**src/rtl/seq_mul.sv**
```systemverilog
module seq_mul #(
  parameter int WIDTH = 32
) (
  input  logic             clk,
  input  logic             rst_n,
  input  logic             start,
  input  logic             is_signed,
  input  logic [WIDTH-1:0] mcand,
  input  logic [WIDTH-1:0] mplier,
  output logic             busy,
  output logic             done,
  output logic [WIDTH-1:0] prod_hi,
  output logic [WIDTH-1:0] prod_lo
);
  localparam int PW = 2 * WIDTH;
  localparam int CW = $clog2(WIDTH + 1);
  localparam logic [CW-1:0] LAST = CW'(WIDTH - 1);

  logic [PW-1:0]    acc;
  logic [WIDTH-1:0] mc_q;
  logic [CW-1:0]    step;
  logic             neg_q;

  wire accept = start && !busy;
  wire a_neg  = is_signed && mcand[WIDTH-1];
  wire b_neg  = is_signed && mplier[WIDTH-1];
  wire [WIDTH-1:0] a_mag = a_neg ? -mcand  : mcand;
  wire [WIDTH-1:0] b_mag = b_neg ? -mplier : mplier;

  wire [WIDTH:0]  sum  = {1'b0, acc[PW-1:WIDTH]} + {1'b0, acc[0] ? mc_q : '0};
  wire [PW-1:0]   nxt  = {sum, acc[WIDTH-1:1]};
  wire [PW-1:0]   fin  = neg_q ? -nxt : nxt;

  always_ff @(posedge clk or negedge rst_n) begin
    if (!rst_n) begin
      acc     <= '0;
      mc_q    <= '0;
      step    <= '0;
      neg_q   <= 1'b0;
      busy    <= 1'b0;
      done    <= 1'b0;
      prod_hi <= '0;
      prod_lo <= '0;
    end else begin
      done <= 1'b0;
      if (accept) begin
        acc   <= {{WIDTH{1'b0}}, b_mag};
        mc_q  <= a_mag;
        neg_q <= a_neg ^ b_neg;
        step  <= '0;
        busy  <= 1'b1;
      end else if (busy) begin
        acc  <= nxt;
        step <= step + 1'b1;
        if (step == LAST) begin
          busy    <= 1'b0;
          done    <= 1'b1;
          prod_hi <= fin[PW-1:WIDTH];
          prod_lo <= fin[WIDTH-1:0];
        end
      end
    end
  end

  AST_START_ACCEPT: assert property (@(posedge clk) disable iff (!rst_n)
    (start && !busy) |=> busy);
  AST_DONE_FROM_BUSY: assert property (@(posedge clk) disable iff (!rst_n)
    done |-> ($past(busy) && !busy));
  AST_STEP_RANGE: assert property (@(posedge clk) disable iff (!rst_n)
    busy |-> (step <= LAST));
  AST_DONE_PULSE: assert property (@(posedge clk) disable iff (!rst_n)
    done |=> !done);
  AST_IDLE_HOLD: assert property (@(posedge clk) disable iff (!rst_n)
    !busy |=> $stable({prod_hi, prod_lo}));
  AST_BUSY_IGNORE: assert property (@(posedge clk) disable iff (!rst_n)
    (busy && start) |=> (busy || done));
endmodule

```
**config.mk**
```make
export PLATFORM = sky130hd
export DESIGN_NAME = seq_mul
export DESIGN_NICKNAME = d
export VERILOG_FILES = /design/src/rtl/seq_mul.sv
export SDC_FILE = /design/constraint.sdc
export NUM_CORES = 1
export LEC_CHECK = 0
export ABC_CLOCK_PERIOD_IN_PS = 4500
export BUFFER_PORTS_ARGS = -buffer_cell sky130_fd_sc_hd__clkbuf_2
export CAP_MARGIN = 20
export CORE_MARGIN = 2
export CORE_UTILIZATION = 60
export CTS_CLUSTER_DIAMETER = 150
export CTS_CLUSTER_SIZE = 40
export DETAILED_ROUTE_END_ITERATION = 7
export PLACE_DENSITY = 0.86
export SYNTH_ARGS = -nofsm -noshare
export SYNTH_HDL_FRONTEND = slang
export SYNTH_SLANG_ARGS = --single-unit
```
**constraint.sdc**
```tcl
create_clock -name clk -period 4.5 [get_ports clk]
set_input_delay 0.675 -clock clk [delete_from_list [all_inputs] [get_ports clk]]
set_output_delay 0.675 -clock clk [all_outputs]
set_load 0.1 [all_outputs]
```
Word-level counts from Yosys, hierarchy flattened
Index checks and enable logic that the tools add are counted.
{ "totals": {"reg_bits": 169, "inputBits": 68, "output_inout_bits": 66} }
{ "classes": {"addsub": 5, "n_eq_ne": 1, "muxes": 14, "bitwise_logic": 2, "reduce_logical": 6} }
{ "op_table": {"columns": ["op", "count"], "rows": [
  ["2-to-1 mux 64 bit", 3],
  ["2-to-1 mux 32 bit", 3],
  ["negator 32 bit", 2],
  ["negator 64 bit", 1],
  ["adder 32 x 32 -> 33 bit", 1],
  ["2-to-1 mux 6 bit", 2],
  ["adder 6 x 1 -> 6 bit, second input constant", 1],
  ["== test 6 x 5 -> 1 bit, second input constant", 1],
  ["2-to-1 mux 1 bit", 6],
  ["logical AND 1 bit", 3],
  ["AND reduction 3 bit", 1],
  ["nonzero test 2 bit", 1],
  ["logical NOT 1 bit", 1],
  ["inverter 1 bit", 1],
  ["bitwise XOR 1 bit", 1]
]} }

Depth between registers and ports, before layout
Gate-level depths: netlist of run 1.
{ "logic_depth": {"ltp_word": 4, "mapped_depth": 14} }

Worst setup path after synthesis of run 1
No wires, ideal clock.
{ "synth_path": {"path_kind": "register -> register", "start": "reg acc[0]", "end": "reg prod_hi[28]", "arrival_ps": 3888, "slack_ps": 477, "path_stages_with_launch": 15, "synth_period_minus_slack_ps": 4023, "cell_sequence": "dfrtp_1 clkbuf_1 and2_1 ha_1 fa_1 a211oi_1 o21ai_1 nor3b_2 or3_1 a211o_1 nor3b_1 nand3b_1 o31ai_1 xor2_1 o21ai_0"} }
{ "synth_via": {"elab_chain_len": 4} }
{ "synth_lines": {"columns": ["element", "line_no", "source"], "rows": [
  ["from (decl)", "19", "logic [PW-1:0] acc;"],
  ["from (signal assigned)", "47", "acc <= {{WIDTH{1'b0}}, b_mag};"],
  ["from (signal assigned)", "53", "acc <= nxt;"],
  ["2-to-1 mux 32 bit *", "30", "wire [WIDTH:0] sum = {1'b0, acc[PW-1:WIDTH]} + {1'b0, acc[0] ? mc_q : '0};"],
  ["adder 32 x 32 -> 33 bit *", "30", null],
  ["negator 64 bit", "32", "wire [PW-1:0] fin = neg_q ? -nxt : nxt;"],
  ["2-to-1 mux 64 bit *", "32", null],
  ["to (signal assigned)", "58", "prod_hi <= fin[PW-1:WIDTH];"],
  ["to (decl)", "12", "output logic [WIDTH-1:0] prod_hi,"]
]} }
Mark *: on every way between the ends. The rest lies on a longest branch, timed or not.
A chain may end at the register's enable or synchronous reset.

Final worst setup path of run 1
{ "layout_path": {"start": "reg acc[0]", "end": "reg prod_hi[30]"} }
The elaborated chain is that of the path after synthesis.

==> flow_summary.json, run 1 <==
{
  "status": "finished clean",
  "track_usage": 0.305,
  "rsz0062_at_grt": "no",
  "worstHoldPathType": "primary input to async pin",
  "num_io_pins": 134,
  "cp.arrival_ns": 4.60,
  "grt_pass1_wl_um": 48800,
  "setup_viol": 0,
  "end_kind": "flip-flop",
  "syn_avg_cell_area_um2": 8.39,
  "ant_nets": 0,
  "hold_violations": 0,
  "grt_start_max_net_pins": 103,
  "cp.required_ns": 4.80,
  "cts-hold-fix-buffers": 0,
  "place_congestion": 0.922,
  "finalClockSkew_ns": 0.00848,
  "path_cells": "buf_4 -> and2_1 -> ha_1 -> a211oi_1 -> o21ai_1 -> buf_4 -> xnor2_1 -> nand4b_1 -> o21ai_0 -> nor3b_1 -> nand4_1 -> o41ai_2 -> xor2_1 -> o21ai_1",
  "drt-vias-per-instance": 6.14,
  "timing_worst_setup_path_type": "flip-flop to flip-flop",
  "maxSlewHeadroom": 0.324,
  "power.density_nw_per_um2": 763,
  "cts-buffers-inserted": 17,
  "first_pass_iters": 5,
  "slew_viol_final": 0,
  "seq_area_frac_synth": 0.377,
  "clock_path_buffers": 2,
  "diodes": 0,
  "vias": 10316,
  "synth_top_area_frac": 0.377,
  "critPathMaxStageDelay_ns": 0.55,
  "drt_iter0_markers": 815,
  "finalNetCount": 1539,
  "fillerInstances": 1514,
  "synth-simple-area-share": 0.201,
  "irDropWorstVdd_uv": 422,
  "clock.fmax_ghz": 0.233,
  "ys_types": 72,
  "antenna_found_initial": 0,
  "worstSetupStartpointType": "flip-flop",
  "row_count": 50,
  "synth_top_cell_by_area": "dfrtp_1",
  "synth_edf_count": 0,
  "synth_compound_area_frac": 0.238,
  "syn_nets": 1443,
  "synth_most_common_cell": "nand2_1",
  "worstSetupStartpoint": "acc[0]$_DFFE_PN0P_",
  "synthToLayoutAreaGrowth_pct": 12.9,
  "dp_hpwl_um": 21800,
  "die-area_um2": 19800,
  "die_w_um": 141,
  "start_util": 0.606,
  "grt_pass1_vias": 9499,
  "cpMaxStageDelayCell": "a211oi_1",
  "cp_top_family": "compound AO/OA/AOI/OAI gates",
  "final.setup.worst_slack_ns": 0.202,
  "synth_xor_area_frac": 0.104,
  "synth_top_family_by_area": "compound AO/OA/AOI/OAI gates",
  "reg2reg_from": "acc[0]$_DFFE_PN0P_",
  "drive_above_1_share": 0.144,
  "cts.sinks": 169,
  "portBuffers": 133,
  "routedWlPerCell_um": 17.9,
  "synth_flop_cell": "dfrtp_1",
  "synthAdderAreaFrac": 0.0419,
  "clk_pin_slew_ns": 0.07,
  "cap_violations": 0,
  "synth_seq_cells": 169,
  "clock_latency_ns": 0.44,
  "yosysWarnings": 0,
  "cts_tree": "yes",
  "worstMarginPinSlew_ns": 1.01,
  "grt_remaining_overflow": 0,
  "core-area_um2": 18500,
  "die_h_um": 141,
  "place_ws_ns": 0.112,
  "critPathBufInv": 2,
  "worstPathMaxFanout": 30,
  "cts-root-buf": "clkbuf_16",
  "syn_area_um2": 11200,
  "synth_area_leaders": "dfrtp_1 (38%), o21ai_0 (9.9%), nand2_1 (7.6%)",
  "htree_levels": 4,
  "post-route-period-util": 0.955,
  "ys_top_cells_by_count": "nand2_1 (226), o21ai_0 (222), dfrtp_1 (169), xor2_1 (85), clkbuf_1 (69)",
  "p_leak_uw": 0.00569,
  "muxShareOfSynthArea": 0.00725,
  "drc": 0,
  "min_period_ns": 4.30,
  "finalSetupTns_ns": 0,
  "routed_wl_um": 30000,
  "synthArstFlopShare": 1.00,
  "synth_cells": 1338
}
## through the flow
| stage | hold slack, ns | utilization | total power [µW] | instances | instance area, µm² |
|---|---|---|---|---|---|
| final | 0.341 | 0.684 | 9660 | 1681 | 12700 |
| after global routing | 0.430 | 0.684 | 10200 | 1681 | 12700 |
| after CTS | 0.383 | 0.683 | 9580 | 1681 | 12600 |
| after detailed placement | 0.465 | 0.652 | 8080 | 1649 | 12100 |
| after global placement | 0.458 | 0.652 | 7950 | 1649 | 12100 |
| after floorplan | 0.379 | - | 6800 | 1338 | 11200 |
## power by group
part	switching [µW]	internal, µW	total [µW]
combinational	3920	1570	5480
sequential	542	2160	2700
clock	686	793	1480
## worst paths after layout
path / endpoint / depth (start not counted) / slack [ns]
max: prod_hi[30]$_DFFE_PN0P_ / 14 / 0.20
min: mc_q[13]$_DFFE_PN0P_ / 1 / 0.34
max in group asynchronous: prod_lo[12]$_DFFE_PN0P_ / 2 / 3.11
min reg2reg: prod_lo[12]$_DFFE_PN0P_ / 2 / 0.48
min in group clk: prod_lo[12]$_DFFE_PN0P_ / 2 / 0.48
max reg2reg: prod_hi[30]$_DFFE_PN0P_ / 14 / 0.20
## sequential cells by signal (all words and copies together), names as in the netlist
signal   flops
acc         64
mc_q        32
prod_hi     32
prod_lo     32
step         6
busy         1
done         1
neg_q        1
## timing repair
action,in CTS,in global routing
setup buffers,0,0
resized for setup,0,5
endpoints found under the setup margin,0,16
## layout by cell type (no fill, tap or decap), types with 21 or more instances in the layout
cell type    n
a22o_1      28
nor2_1      50
o21ai_0    222
o31ai_1     21
clkbuf_2   132
or3_1       21
xor2_1      85
xnor2_1     48
dfrtp_1    167
ha_1        36
and2_1      44
a21oi_1     57
nand2_1    225
## kinds of logic (layout without fill, tap and decap cells)
group	count (synthesis)	count (layout)
AO/OA/AOI/OAI	434	434
XOR/XNOR	133	133
adder cells (fa/ha/maj)	37	37
buffers and inverters	93	202
flip-flops	169	169
multiplexers	8	8
AND/OR/NAND/NOR	464	464
## layer usage
metal,track usage,share of wire,wire length (µm),up-vias
li1,-,-,-,4988
met1,0.450,0.47,14000,4905
met4,0.0905,0.024,717,0
met2,0.472,0.45,13500,367
met5,0,0,0,-
met3,0.0428,0.059,1780,56
## cell type report
class | instances | area [µm²] | area share
multi-input combinational | 1076 | 6690 | 0.528
sequential | 169 | 4230 | 0.334
timing repair buffer | 151 | 807 | 0.0637
clock buffer | 19 | 443 | 0.0350
tap | 234 | 293 | 0.0231
clock inverter | 13 | 133 | 0.0105
inverter | 19 | 71.3 | 0.00563
## worst register-to-register path, cell delays in order (launching register included)
cell and delay [ns]:
dfrtp_1 0.40, buf_4 0.22, and2_1 0.18, ha_1 0.25, a211oi_1 0.55, o21ai_1 0.19
buf_4 0.20, xnor2_1 0.31, nand4b_1 0.28, o21ai_0 0.46, nor3b_1 0.36, nand4_1 0.22
o41ai_2 0.27, xor2_1 0.19, o21ai_1 0.07
Note: power is estimated with default switching activity, not from simulation.
==> run 2: changes to the inputs <==
ABC_CLOCK_PERIOD_IN_PS = not set   (was 4500)
REMOVE_ABC_BUFFERS = 1   (was not set)
==> run 2 against run 1 <==
  * Combinational power down 1%
  * Critical path type unchanged
  * Clock skew about the same
  * Non-clock buffer count up 3
  * Final cell count up 0.18%
  * Global-route usage down 1.5 points
  * First-iteration DRC count up 10%
  * Worst setup slack better by 0.22 ns
==> flow_summary.json, run 2 (synthesis gave the netlist of run 1 again) <==
{
  "final_common_cell": "nand2_1",
  "cts-root-buf": "clkbuf_16",
  "cap_violations": 0,
  "cts-buffers-inserted": 17,
  "grt_pass1_wl_um": 46900,
  "worstMarginPinSlew_ns": 0.993,
  "diodes": 0,
  "track_usage": 0.290,
  "regMostFlops": "acc",
  "power.density_nw_per_um2": 753,
  "most-common-layout-cells": "nand2_1 (226), o21ai_0 (222), dfrtp_1 (167)",
  "worstPathMaxFanout": 5,
  "worstSetupStartpointType": "flip-flop",
  "post-route-period-util": 0.907,
  "finalNetCount": 1542,
  "setup_viol": 0,
  "clock.fmax_ghz": 0.245,
  "rsz0062_at_grt": "no",
  "vias": 10286,
  "drt_iter0_markers": 899,
  "grtUsageMet1": 0.385,
  "p_leak_uw": 0.00574,
  "min_period_ns": 4.08,
  "ff2ff_setup_slack_ns": 0.42,
  "place_congestion": 0.961,
  "cts.sinks": 169,
  "grt_use_met3": 0.0520,
  "dp_hpwl_um": 20300,
  "postCtsSetupRepairBufs": 0,
  "met2_usage": 0.472,
  "antenna_found_initial": 0,
  "num_io_pins": 134,
  "largest_register_ffs": 64,
  "clock_path_buffers": 2,
  "drt-vias-per-instance": 6.11,
  "grt_start_max_net_pins": 104,
  "maxSlewHeadroom": 0.336,
  "cp.arrival_ns": 4.38,
  "portBuffers": 133,
  "grt.busiest_layer": "met2",
  "power.total_uw": 9580,
  "start_util": 0.606,
  "grt_remaining_overflow": 0,
  "die_h_um": 141,
  "die_w_um": 141,
  "slew_viol_final": 0,
  "row_count": 50,
  "routed_wl_um": 28000,
  "drive_above_1_share": 0.145,
  "irDropWorstVdd_uv": 439,
  "first_pass_iters": 6,
  "worstHoldPathType": "primary input to async pin",
  "cp.required_ns": 4.80,
  "clk_pin_slew_ns": 0.07,
  "htree_levels": 4,
  "hold_violations": 0,
  "ant_nets": 0,
  "clock_latency_ns": 0.45,
  "core-area_um2": 18500,
  "place_inst": 1652,
  "finalClockSkew_ns": 0.00875,
  "end_kind": "flip-flop",
  "status": "finished clean",
  "instances_no_fill": 1684,
  "timing_worst_setup_path_type": "flip-flop to flip-flop",
  "die-area_um2": 19800,
  "cts_tree": "yes",
  "synthToLayoutAreaGrowth_pct": 13.5,
  "grt_pass1_vias": 9714,
  "drc": 0,
  "routedWlPerCell_um": 16.6
}
## run 2: per-stage QoR
stage	cell area (µm²)	hold slack (ns)	setup TNS, ns	utilization	setup WS (ns)
4_1_cts	12700	0.396	0	0.686	0.372
5_1_grt	12700	0.426	0	0.688	0.104
6_report	12700	0.307	0	0.688	0.419
3_5_place_dp	12100	0.463	0	0.654	0.389
3_3_place_gp	12100	0.454	0	0.653	0.535
2_1_floorplan	10900	0.379	-42.69	-	-0.878
## run 2: routing by layer
metal  part of all wire  up-vias  wire length, µm
li1                   -     4997                -
met1               0.43     4822            12000
met2               0.47      397            13200
met3              0.067       70             1870
met4              0.032        0              892
met5                  0        -                0
## run 2: what timing repair did
| action | 4_1_cts | 5_1_grt |
|---|---|---|
| hold buffers | 0 | 0 |
| endpoints found under the setup margin | 0 | 3 |
| gates resized for setup | 0 | 4 |
## run 2: where the power goes
group,total [µW],switching (µW),internal [µW]
combinational,5420,3840,1590
sequential,2670,515,2160
clock,1490,738,750
total,9580,5090,4490
## run 2: final timing paths
check	from	cells past startpoint	endpoint
max reg2reg	acc[0]$_DFFE_PN0P_	13	prod_hi[29]$_DFFE_PN0P_
max	acc[0]$_DFFE_PN0P_	13	prod_hi[29]$_DFFE_PN0P_
max in group asynchronous	rst_n	2	neg_q$_DFFE_PN0P_
min	rst_n	1	prod_hi[7]$_DFFE_PN0P_
min reg2reg	mc_q[20]$_DFFE_PN0P_	2	mc_q[20]$_DFFE_PN0P_
min in group clk	mc_q[20]$_DFFE_PN0P_	2	mc_q[20]$_DFFE_PN0P_
## run 2: area by class of cell
| class | instances | area (µm²) |
|---|---|---|
| Clock buffer | 17 | 425 |
| Sequential cell | 169 | 4230 |
| Inverter | 19 | 71.3 |
| Timing Repair Buffer | 154 | 862 |
| Clock inverter | 15 | 168 |
| Tap cell | 234 | 293 |
| Fill cell | 1487 | 5780 |
| Multi-Input combinational cell | 1076 | 6680 |
## run 2: worst max-delay path, cell delays in order, from the launching register on
cell      delay [ns]
dfrtp_1         0.40
and2_1          0.15
ha_1            0.20
fa_1            0.50
or3_1           0.41
or3_1           0.35
a21oi_1         0.26
nand4b_1        0.25
or3_1           0.40
or2_4           0.27
nand4b_4        0.23
o31ai_2         0.27
xor2_1          0.17
o21ai_1         0.07
==> run 3: changes to the inputs <==
ABC_AREA = 1   (was not set)
PLACE_DENSITY = 0.85   (was 0.86)
==> run 3 against run 2 <==
  * Total power rose by 28%
  * First-iteration DRC count rose by 13%
  * Via count rose by 25%
  * Register-to-register slack improved by 0.53 ns
  * Flip-flop and latch count did not move
  * Sequential share of layout area fell by 3.2 points
  * Sequential power rose by 5%
  * Critical path depth rose by 5
  * Critical path type unchanged
==> flow_summary.json, run 3 <==
{
  "antenna_found_initial": 1,
  "synthToLayoutAreaGrowth_pct": 11.8,
  "grt_pass1_vias": 12180,
  "grt_remaining_overflow": 0,
  "clock.fmax_ghz": 0.282,
  "clk_pin_slew_ns": 0.08,
  "routed_wl_um": 39300,
  "end_kind": "flip-flop",
  "postCtsSetupRepairBufs": 0,
  "status": "finished clean",
  "drive_above_1_share": 0.145,
  "rsz0062_at_grt": "no",
  "post-route-period-util": 0.789,
  "worstPathMaxFanout": 22,
  "reg2reg_from": "acc[0]$_DFFE_PN0P_",
  "num_io_pins": 134,
  "clock_latency_ns": 0.44,
  "most-common-layout-cells": "nand2_1 (599), inv_1 (218), dfrtp_1 (169)",
  "slew_viol_final": 0,
  "fillerInstances": 1905,
  "synthArstFlopShare": 1.00,
  "largest_register_ffs": 64,
  "synth_edf_count": 0,
  "finalNetCount": 2092,
  "irDropWorstVdd_uv": 661,
  "core-area_um2": 20800,
  "timing_worst_setup_path_type": "flip-flop to flip-flop",
  "cts-root-buf": "clkbuf_16",
  "maxSlewHeadroom": 0.306,
  "cts_tree": "yes",
  "whs_ns": 0.307,
  "r2r.worst_path.cells": 18,
  "diodes": 0,
  "worstSetupStartpointType": "flip-flop",
  "grt_start_max_net_pins": 104,
  "cap_violations": 0,
  "dp_hpwl_um": 29600,
  "synth_area_leaders": "dfrtp_1 (34%), nand2_1 (18%), inv_1 (6.5%)",
  "synth_flop_cell": "dfrtp_1",
  "ys_top_cells_by_count": "nand2_1 (600), inv_1 (219), dfrtp_1 (169), o21ai_0 (163), nor2_1 (152)",
  "synth_top_area_frac": 0.336,
  "cts-buffers-inserted": 17,
  "seq_area_frac_synth": 0.336,
  "worstHoldPathType": "primary input to async pin",
  "setup_viol": 0,
  "drt_iter0_markers": 1015,
  "place_inst": 2243,
  "start_util": 0.605,
  "worstSetupStartpoint": "acc[0]$_DFFE_PN0P_",
  "cp.required_ns": 4.80,
  "final_common_cell": "nand2_1",
  "cp.arrival_ns": 3.85,
  "synth_cells": 1880,
  "multi_input_area_um2": 7260,
  "ff2ff_setup_slack_ns": 0.95,
  "synth_seq_cells": 169,
  "die-area_um2": 22200,
  "cts_resized": 0,
  "die_h_um": 149,
  "power.density_nw_per_um2": 874,
  "cts.sinks": 169,
  "synth_top_cell_by_area": "dfrtp_1",
  "synth_most_common_cell": "nand2_1",
  "hold_violations": 0,
  "instances_no_fill": 2275,
  "cts-hold-fix-buffers": 0,
  "ant_nets": 0,
  "ys_types": 51,
  "worstMarginPinSlew_ns": 1.04,
  "regMostFlops": "acc",
  "clock_path_buffers": 2,
  "die_w_um": 149,
  "p_leak_uw": 0.00748,
  "grt_pass1_wl_um": 62300,
  "track_usage": 0.359,
  "syn_area_um2": 12600,
  "routedWlPerCell_um": 17.3,
  "vias": 12903,
  "htree_levels": 4,
  "portBuffers": 133,
  "r2r-end": "prod_hi[18]$_DFFE_PN0P_",
  "row_count": 53,
  "finalClockSkew_ns": 0.0139,
  "place_congestion": 1.04,
  "syn_avg_cell_area_um2": 6.70,
  "first_pass_iters": 7,
  "ff_latch_area_um2": 4230,
  "drc": 0,
  "min_period_ns": 3.55,
  "drt-vias-per-instance": 5.67,
  "yosysWarnings": 0
}
run 3: changes by cell type after synthesis, sizes merged, moves of 21 or more:
cell and change:
a22o -27, o21ai -58, xnor2 -31, nand2 +425, nand3 +91, and2 -40, or3 -21, nor2 +124
inv +210
run 3: area by class of cell:
class / count / share of cell area
inverter: 236 / 0.0629
clock buffer: 18 / 0.0312
timing repair buffer: 145 / 0.0541
tap: 275 / 0.0244
multi-input combinational: 1418 / 0.516
sequential: 169 / 0.300
clock inverter: 14 / 0.0111
run 3: power by group:
part	switching [µW]	total [µW]	internal (µW)	leakage (µW)
sequential	583	2810	2220	0.00210
clock	728	1530	805	0.000285
combinational	5890	7960	2080	0.00509
run 3: metrics by stage:
stage | util | TNS, ns | total power [µW] | cell area, µm² | setup WS (ns)
2_1_floorplan | - | -10.85 | 8680 | 12400 | -0.672
3_3_place_gp | 0.648 | 0 | 10500 | 13500 | 1.13
3_5_place_dp | 0.648 | 0 | 10600 | 13500 | 1.08
4_1_cts | 0.676 | 0 | 12200 | 14100 | 1.03
5_1_grt | 0.676 | 0 | 13100 | 14100 | 0.659
6_report | 0.676 | 0 | 12300 | 14100 | 0.950
run 3: worst max path at each step:
| stage | to | slack, ns |
|---|---|---|
| 6_report | prod_hi[18]$_DFFE_PN0P_ | 0.95 |
| 3_3_place_gp | prod_hi[18]$_DFFE_PN0P_ | 1.13 |
| 4_1_cts | prod_hi[29]$_DFFE_PN0P_ | 1.03 |
| 3_5_place_dp | prod_hi[18]$_DFFE_PN0P_ | 1.08 |
| 2_1_floorplan | acc[13]$_DFFE_PN0P_ | -0.67 |
| 5_1_grt | prod_hi[18]$_DFFE_PN0P_ | 0.66 |
run 3: kinds of logic (layout without fill, tap and decap cells):
family,Yosys count,in the layout,share of synthesized area
and+or+nand+nor,1016,1016,0.354
DFF,169,169,0.336
buffers and inverters,293,413,0.0884
AOI/OAI and AO/OA,275,275,0.121
adders and majority gates,37,37,0.0373
xor gates and xnor gates,90,90,0.0638
run 3: metal layers:
layer / global-route usage / vias to the layer above / share of wire
met5: 0 / - / 0
li1: - / 6222 / -
met4: 0.214 / 0 / 0.064
met3: 0.0526 / 136 / 0.071
met1: 0.467 / 6016 / 0.41
met2: 0.569 / 529 / 0.45
run 3: worst max-delay path, stage by stage, from the launching register on:
cell and delay (ns):
dfrtp_1 0.80, buf_4 0.36, nand2_1 0.07, inv_1 0.11
fa_1 0.26, nand3_1 0.13, nand3_2 0.15, nand2_2 0.08
nand2_2 0.12, nand2_1 0.08, nand2_2 0.12, nand3b_1 0.09
nor2_1 0.17, nand2_1 0.13, nor2_2 0.20, nand2_1 0.10
nand2_2 0.11, xor2_1 0.23, o21ai_1 0.08
